### config.mk
export PLATFORM = sky130hd
export DESIGN_NAME = sp_fetch_arb
export DESIGN_NICKNAME = d
export VERILOG_FILES = /design/src/rtl/sp_arb_pkg.sv /design/src/rtl/sp_arb_grant.sv /design/src/rtl/sp_arb_pc.sv /design/src/rtl/sp_arb_ifid.sv /design/src/rtl/sp_arb_stallcnt.sv /design/src/rtl/sp_fetch_arb.sv
export SDC_FILE = /design/constraint.sdc
export NUM_CORES = 1
export LEC_CHECK = 0
export CORE_MARGIN = 3
export CORE_UTILIZATION = 40
export DETAILED_ROUTE_END_ITERATION = 7
export DONT_BUFFER_PORTS = 1
export PLACE_DENSITY = 0.58
export SYNTH_ARGS = -nofsm -noshare
export SYNTH_HDL_FRONTEND = slang
export SYNTH_SLANG_ARGS = --single-unit
### constraint.sdc
create_clock -name clk -period 2.3 [get_ports clk]
set_input_delay 0.46 -clock clk [delete_from_list [all_inputs] [get_ports clk]]
set_output_delay 0.46 -clock clk [all_outputs]
set_load 0.05 [all_outputs]
### src/rtl/sp_arb_pkg.sv
package sp_arb_pkg;
  typedef enum logic [1:0] {
    OP_NONE  = 2'b00,
    OP_LOAD  = 2'b01,
    OP_STORE = 2'b10,
    OP_RSVD  = 2'b11
  } mem_op_e;

  function automatic logic is_data_op(input logic [1:0] op);
    return (op == OP_LOAD) || (op == OP_STORE);
  endfunction
endpackage

### src/rtl/sp_arb_grant.sv
module sp_arb_grant
  import sp_arb_pkg::*;
#(
  parameter int ADDR_W = 32,
  parameter int DATA_W = 32
) (
  input  logic              fetch_req,
  input  logic              mem_valid,
  input  logic [1:0]        mem_op,
  input  logic [ADDR_W-1:0] mem_addr,
  input  logic [DATA_W-1:0] mem_wdata,
  input  logic [ADDR_W-1:0] pc,
  output logic              data_sel,
  output logic              fetch_fire,
  output logic              conflict,
  output logic              load_sel,
  output logic              port_en,
  output logic              port_we,
  output logic [ADDR_W-1:0] port_addr,
  output logic [DATA_W-1:0] port_wdata
);
  logic store_sel;

  always_comb begin
    data_sel   = mem_valid && is_data_op(mem_op);
    load_sel   = data_sel && (mem_op == OP_LOAD);
    store_sel  = data_sel && (mem_op == OP_STORE);
    conflict   = data_sel && fetch_req;
    fetch_fire = fetch_req && !data_sel;
    port_en    = data_sel || fetch_req;
    port_we    = store_sel;
    port_addr  = data_sel ? mem_addr : pc;
    port_wdata = store_sel ? mem_wdata : '0;
  end
endmodule

### src/rtl/sp_arb_pc.sv
module sp_arb_pc #(
  parameter int              ADDR_W   = 32,
  parameter logic [ADDR_W-1:0] RESET_PC = '0,
  parameter int              PC_STEP  = 4
) (
  input  logic              clk,
  input  logic              rst_n,
  input  logic              advance,
  output logic [ADDR_W-1:0] pc
);
  localparam logic [ADDR_W-1:0] STEP = ADDR_W'(PC_STEP);

  always_ff @(posedge clk or negedge rst_n) begin
    if (!rst_n) pc <= RESET_PC;
    else if (advance) pc <= pc + STEP;
  end
endmodule

### src/rtl/sp_arb_ifid.sv
module sp_arb_ifid #(
  parameter int ADDR_W = 32,
  parameter int DATA_W = 32
) (
  input  logic              clk,
  input  logic              rst_n,
  input  logic              load_en,
  input  logic [DATA_W-1:0] instr_in,
  input  logic [ADDR_W-1:0] pc_in,
  output logic              valid_q,
  output logic [DATA_W-1:0] instr_q,
  output logic [ADDR_W-1:0] pc_q
);
  // valid follows load_en every cycle; payload only moves when loaded
  always_ff @(posedge clk or negedge rst_n) begin
    if (!rst_n) begin
      valid_q <= 1'b0;
      instr_q <= '0;
      pc_q    <= '0;
    end else begin
      valid_q <= load_en;
      if (load_en) begin
        instr_q <= instr_in;
        pc_q    <= pc_in;
      end
    end
  end
endmodule

### src/rtl/sp_arb_stallcnt.sv
module sp_arb_stallcnt #(
  parameter int CNT_W = 16
) (
  input  logic             clk,
  input  logic             rst_n,
  input  logic             hit,
  output logic [CNT_W-1:0] count
);
  localparam logic [CNT_W-1:0] CNT_MAX = '1;

  always_ff @(posedge clk or negedge rst_n) begin
    if (!rst_n) count <= '0;
    else if (hit && (count != CNT_MAX)) count <= count + 1'b1;
  end
endmodule

### src/rtl/sp_fetch_arb.sv
module sp_fetch_arb #(
  parameter int                ADDR_W   = 32,
  parameter int                DATA_W   = 32,
  parameter int                CNT_W    = 16,
  parameter logic [ADDR_W-1:0] RESET_PC = '0,
  parameter int                PC_STEP  = 4
) (
  input  logic              clk,
  input  logic              rst_n,
  input  logic              fetch_req,
  input  logic              mem_valid,
  input  logic [1:0]        mem_op,
  input  logic [ADDR_W-1:0] mem_addr,
  input  logic [DATA_W-1:0] mem_wdata,
  output logic              ld_valid,
  output logic [DATA_W-1:0] ld_data,
  output logic              port_en,
  output logic              port_we,
  output logic [ADDR_W-1:0] port_addr,
  output logic [DATA_W-1:0] port_wdata,
  input  logic [DATA_W-1:0] port_rdata,
  output logic              fetch_stall,
  output logic [ADDR_W-1:0] fetch_pc,
  output logic              ifid_valid,
  output logic [DATA_W-1:0] ifid_instr,
  output logic [ADDR_W-1:0] ifid_pc,
  output logic [CNT_W-1:0]  stall_count
);
  logic data_sel, fetch_fire, conflict, load_sel;

  sp_arb_grant #(.ADDR_W(ADDR_W), .DATA_W(DATA_W)) u_grant (
    .fetch_req (fetch_req),
    .mem_valid (mem_valid),
    .mem_op    (mem_op),
    .mem_addr  (mem_addr),
    .mem_wdata (mem_wdata),
    .pc        (fetch_pc),
    .data_sel  (data_sel),
    .fetch_fire(fetch_fire),
    .conflict  (conflict),
    .load_sel  (load_sel),
    .port_en   (port_en),
    .port_we   (port_we),
    .port_addr (port_addr),
    .port_wdata(port_wdata)
  );

  sp_arb_pc #(.ADDR_W(ADDR_W), .RESET_PC(RESET_PC), .PC_STEP(PC_STEP)) u_pc (
    .clk    (clk),
    .rst_n  (rst_n),
    .advance(fetch_fire),
    .pc     (fetch_pc)
  );

  sp_arb_ifid #(.ADDR_W(ADDR_W), .DATA_W(DATA_W)) u_ifid (
    .clk     (clk),
    .rst_n   (rst_n),
    .load_en (fetch_fire),
    .instr_in(port_rdata),
    .pc_in   (fetch_pc),
    .valid_q (ifid_valid),
    .instr_q (ifid_instr),
    .pc_q    (ifid_pc)
  );

  sp_arb_stallcnt #(.CNT_W(CNT_W)) u_cnt (
    .clk  (clk),
    .rst_n(rst_n),
    .hit  (conflict),
    .count(stall_count)
  );

  assign fetch_stall = conflict;
  assign ld_valid    = load_sel;
  assign ld_data     = load_sel ? port_rdata : '0;
endmodule

==> impl_results.md <==
* Worst Hold Class: in2async
* CTS sink count at 109
* Psw at between 2 and 3 mW
* Worst reg2reg setup slack at around 0.57 ns
* Cell Area, Placed at ~7600 µm²
* Synth top area share at 0.5031
* Max Cap Viol at 0
* Violated checks: negative hold slack
* Wirelength per Cell at about 18 µm
* Sw frac at 0.4216
* Worst-path fanout max at 27
* Die W at 122.4 µm
* Multi-input gate area at 2491 µm²
* Clock latency on the worst-skew pair at around 0.34 ns
* Cell-internal power at 3.556 mW
* Clock Path Buffers at 2
* Fillcell total at between 1k and 1.5k
* CP max-delay cell: ha_1
* Initial core utilization at 0.4194
* Clk slew on worst S/H paths at ~0.070 ns
* Clock Root Buffer: clkbuf_16
* Clk_skew at about 0.0053 ns
* First-pass GRT wire length at 26510 µm
* Final WL at 17180 µm
* Worst Path Class, Setup: in2out
* GRT overflow at 0
* Gr usage total at 0.2232
* Pin count of the biggest net entering global routing at 110
* Actual slew at the worst max-slew pin at between 0.5 and 0.6 ns
* Max VDD drop at 0.5461 mV
* Number of global-route vias before repair at 5032
* Worst Path Arrival at about 1.7 ns
* Crit path cell chain: inv_1, ha_1, nor2b_4, buf_6, nand2_1, o21ai_1, buf_12
* Max_slew headroom at 0.6286
* Leakage at 4.195 nW
* Unrepaired setup endpoints after global routing: false
* Die Area at about 15000 µm²
* RR Endpoint: u_pc.pc[14]
* Core box area at 12930 µm²
* Largest stage delay, worst path at between 0.3 and 0.4 ns
* Final setup viols at 0
* CP bufs+invs at 3
* Minimum clock period at ~2.1 ns
* Row Count at 41
* Synth-to-layout area growth at 44.45%
* Initial antenna violation count at 0
* CTS HTree Levels at 3
* Setup TNS at 0 ns
* Clk network pwr share at 0.235
* Max Fclk at roughly 470 MHz
* Cell family with most CP delay: buffers and inverters
* Post-route cell area at 7831 µm²
* PwrDens at 785.1 nW/µm²
* Reg2reg start: u_pc.pc[4]
* WP data required at about 1.8 ns
* Number of synthesized register bits at ~110
* Sequential-to-total area share from yosys stat at 0.5031
* Synth cell types at 35
* Count of boundary I/O pins at between 300 and 400
* Antenna diodes at 0
* Post-synth top area cell: dfrtp_1
* I/O Buffers at 0
* GP Congestion at 0.7739
* Min Hold Slack at -0.1907 ns
* Worst setup SP type: input port
* FF+latch area at approximately 2700 µm²
* Synth Area per Inst at roughly 8.5 µm²
* Largest cells by area after synthesis: dfrtp_1 (50%), nand2_1 (19%), and3_1 (8.0%)
* Synth async-reset ratio at 1.000
* Hpwl dp at roughly 13000 µm
* Hold Violations, Final at roughly 110
* Crit share post-route at 0.9300
* Setup crit end kind: output pin
* Vias at just under 5k
* Vias/cell at 5.158
* Mapped Cells at 639
* 1st-iter DRT viols at ~210
* Slew Limit Fails at 0
* Gate power share at 0.312
* Layout cells sized above 1 at 0.2407
* Final net count at around 900
* Inserted Clock Buffers at 9
* Synthesized area at 5421 µm²
* Post-CTS Setup Bufs at 0
* Main synth FF type: dfrtp_1
* CTS tree: built
* Yosys warns at 0
* Outcome: complete, but fails checks
* Number of flops mapped to enable cells by yosys at 0
* Part of the power in registers at 0.453
* Routed Antenna Nets at 0
* Reg2Reg Depth at 6
* 1st-pass router iterations at 6
* Synth cell count leaders: nand2_1 (272), dfrtp_1 (109), and3_1 (69)
* Most frequent cell after synthesis: nand2_1
* Die Span Y at 122.4 µm
* DR DRC count at 0
## power groups by stage
| stage | Sequential, mW | Clock [mW] | Combinational (mW) |
|---|---|---|---|
| floorplan | 3.15 | 0 | 0.803 |
| global placement | 2.82 | 0 | 1.89 |
| detailed placement | 2.82 | 0 | 1.93 |
| CTS | 2.79 | 1.48 | 1.93 |
| global route | 2.81 | 1.56 | 2.04 |
| finish | 2.78 | 1.44 | 1.92 |
## what timing repair did
item                                   4_1_cts  5_1_grt
endpoints found under the hold margin      109      109
setup endpoints to repair                    0        1
gates resized for setup                      0        1
## worst max-delay path by stage
stage                         start             to  slack [ns]  cells after the start
after floorplan           mem_op[0]  port_addr[11]       -0.04                      6
after global placement    mem_op[0]   port_addr[7]        0.15                      7
after detailed placement  mem_op[0]   port_addr[7]         0.1                      7
after CTS                 mem_op[0]   port_addr[7]        0.09                      7
after global routing      mem_op[0]   port_addr[7]        0.05                      7
final                     mem_op[0]   port_addr[7]        0.16                      7
## routing by layer
metal	vias to the layer above	wire [µm]	GRT usage
met5	-	0	0
met4	0	345	0.07138
met3	21	1547	0.06682
met2	204	8810	0.3920
met1	2343	6476	0.2616
li1	2327	-	-
## final cells by class
type	count	share of cell area
well taps	172	0.02748
inverters	10	0.004793
repair buffers	161	0.2667
clock inverters	3	0.002716
multi-input cells	481	0.3181
clock buffers	13	0.03195
flip-flops and latches	109	0.3483
## cells in the final DEF (no fill, tap or decap), types with 2 or more instances in the layout
master       n
o21ai_1      6
ha_1         4
clkbuf_1     3
nand4_1     13
xor2_1      24
clkbuf_16    9
xnor2_1     20
nor2_1       7
nor4_1       5
dfrtp_1    109
and2_1       6
conb_1       4
nand2b_1     2
buf_12      70
inv_1        9
nor4b_1      2
and3_1      69
nor4_2       8
or3_1        2
nand2_1    271
nor3_1       9
nand3_1     11
and4_1       2
buf_4       90
o21ai_0      6
## flip-flops by register name, summed over array words and instances (netlist names)
signal,count
u_cnt.count,16
u_ifid.valid_q,1
u_ifid.pc_q,30
u_pc.pc,30
u_ifid.instr_q,32
## metrics by stage
stage | worst slack, ns | instances | total power, mW | hold slack, ns | util
4_1_cts | 0.09229 | 949 | 6.202 | -0.2003 | 0.6055
2_1_floorplan | -0.03575 | 642 | 3.957 | 0.1644 | -
3_5_place_dp | 0.09779 | 933 | 4.755 | 0.1671 | 0.5845
3_3_place_gp | 0.1503 | 933 | 4.713 | 0.1673 | 0.5845
5_1_grt | 0.05271 | 949 | 6.415 | -0.2087 | 0.6058
6_report | 0.1611 | 949 | 6.149 | -0.1907 | 0.6058
## worst register-to-register path: cells and delay by family, from the launching register on
kind                   cells  cell delay [ns]
AND/OR/NAND/NOR            3             0.64
flip-flops                 1             0.37
XOR/XNOR                   1             0.17
buffers and inverters      2             0.46
## cell families (layout without fill, tap and decap cells)
family,count (synthesis),in the layout,share of synthesized area
other,1,4,0.0006917
AND/OR/NAND/NOR,415,415,0.3598
XOR/XNOR,44,44,0.07108
adder cells (fa/ha/maj),4,4,0.009232
flip-flops,109,109,0.5031
buffers and inverters,52,187,0.04131
AO/OA/AOI/OAI,13,13,0.01269
multiplexers,1,1,0.002077
Note: power is estimated with default switching activity, not from simulation.
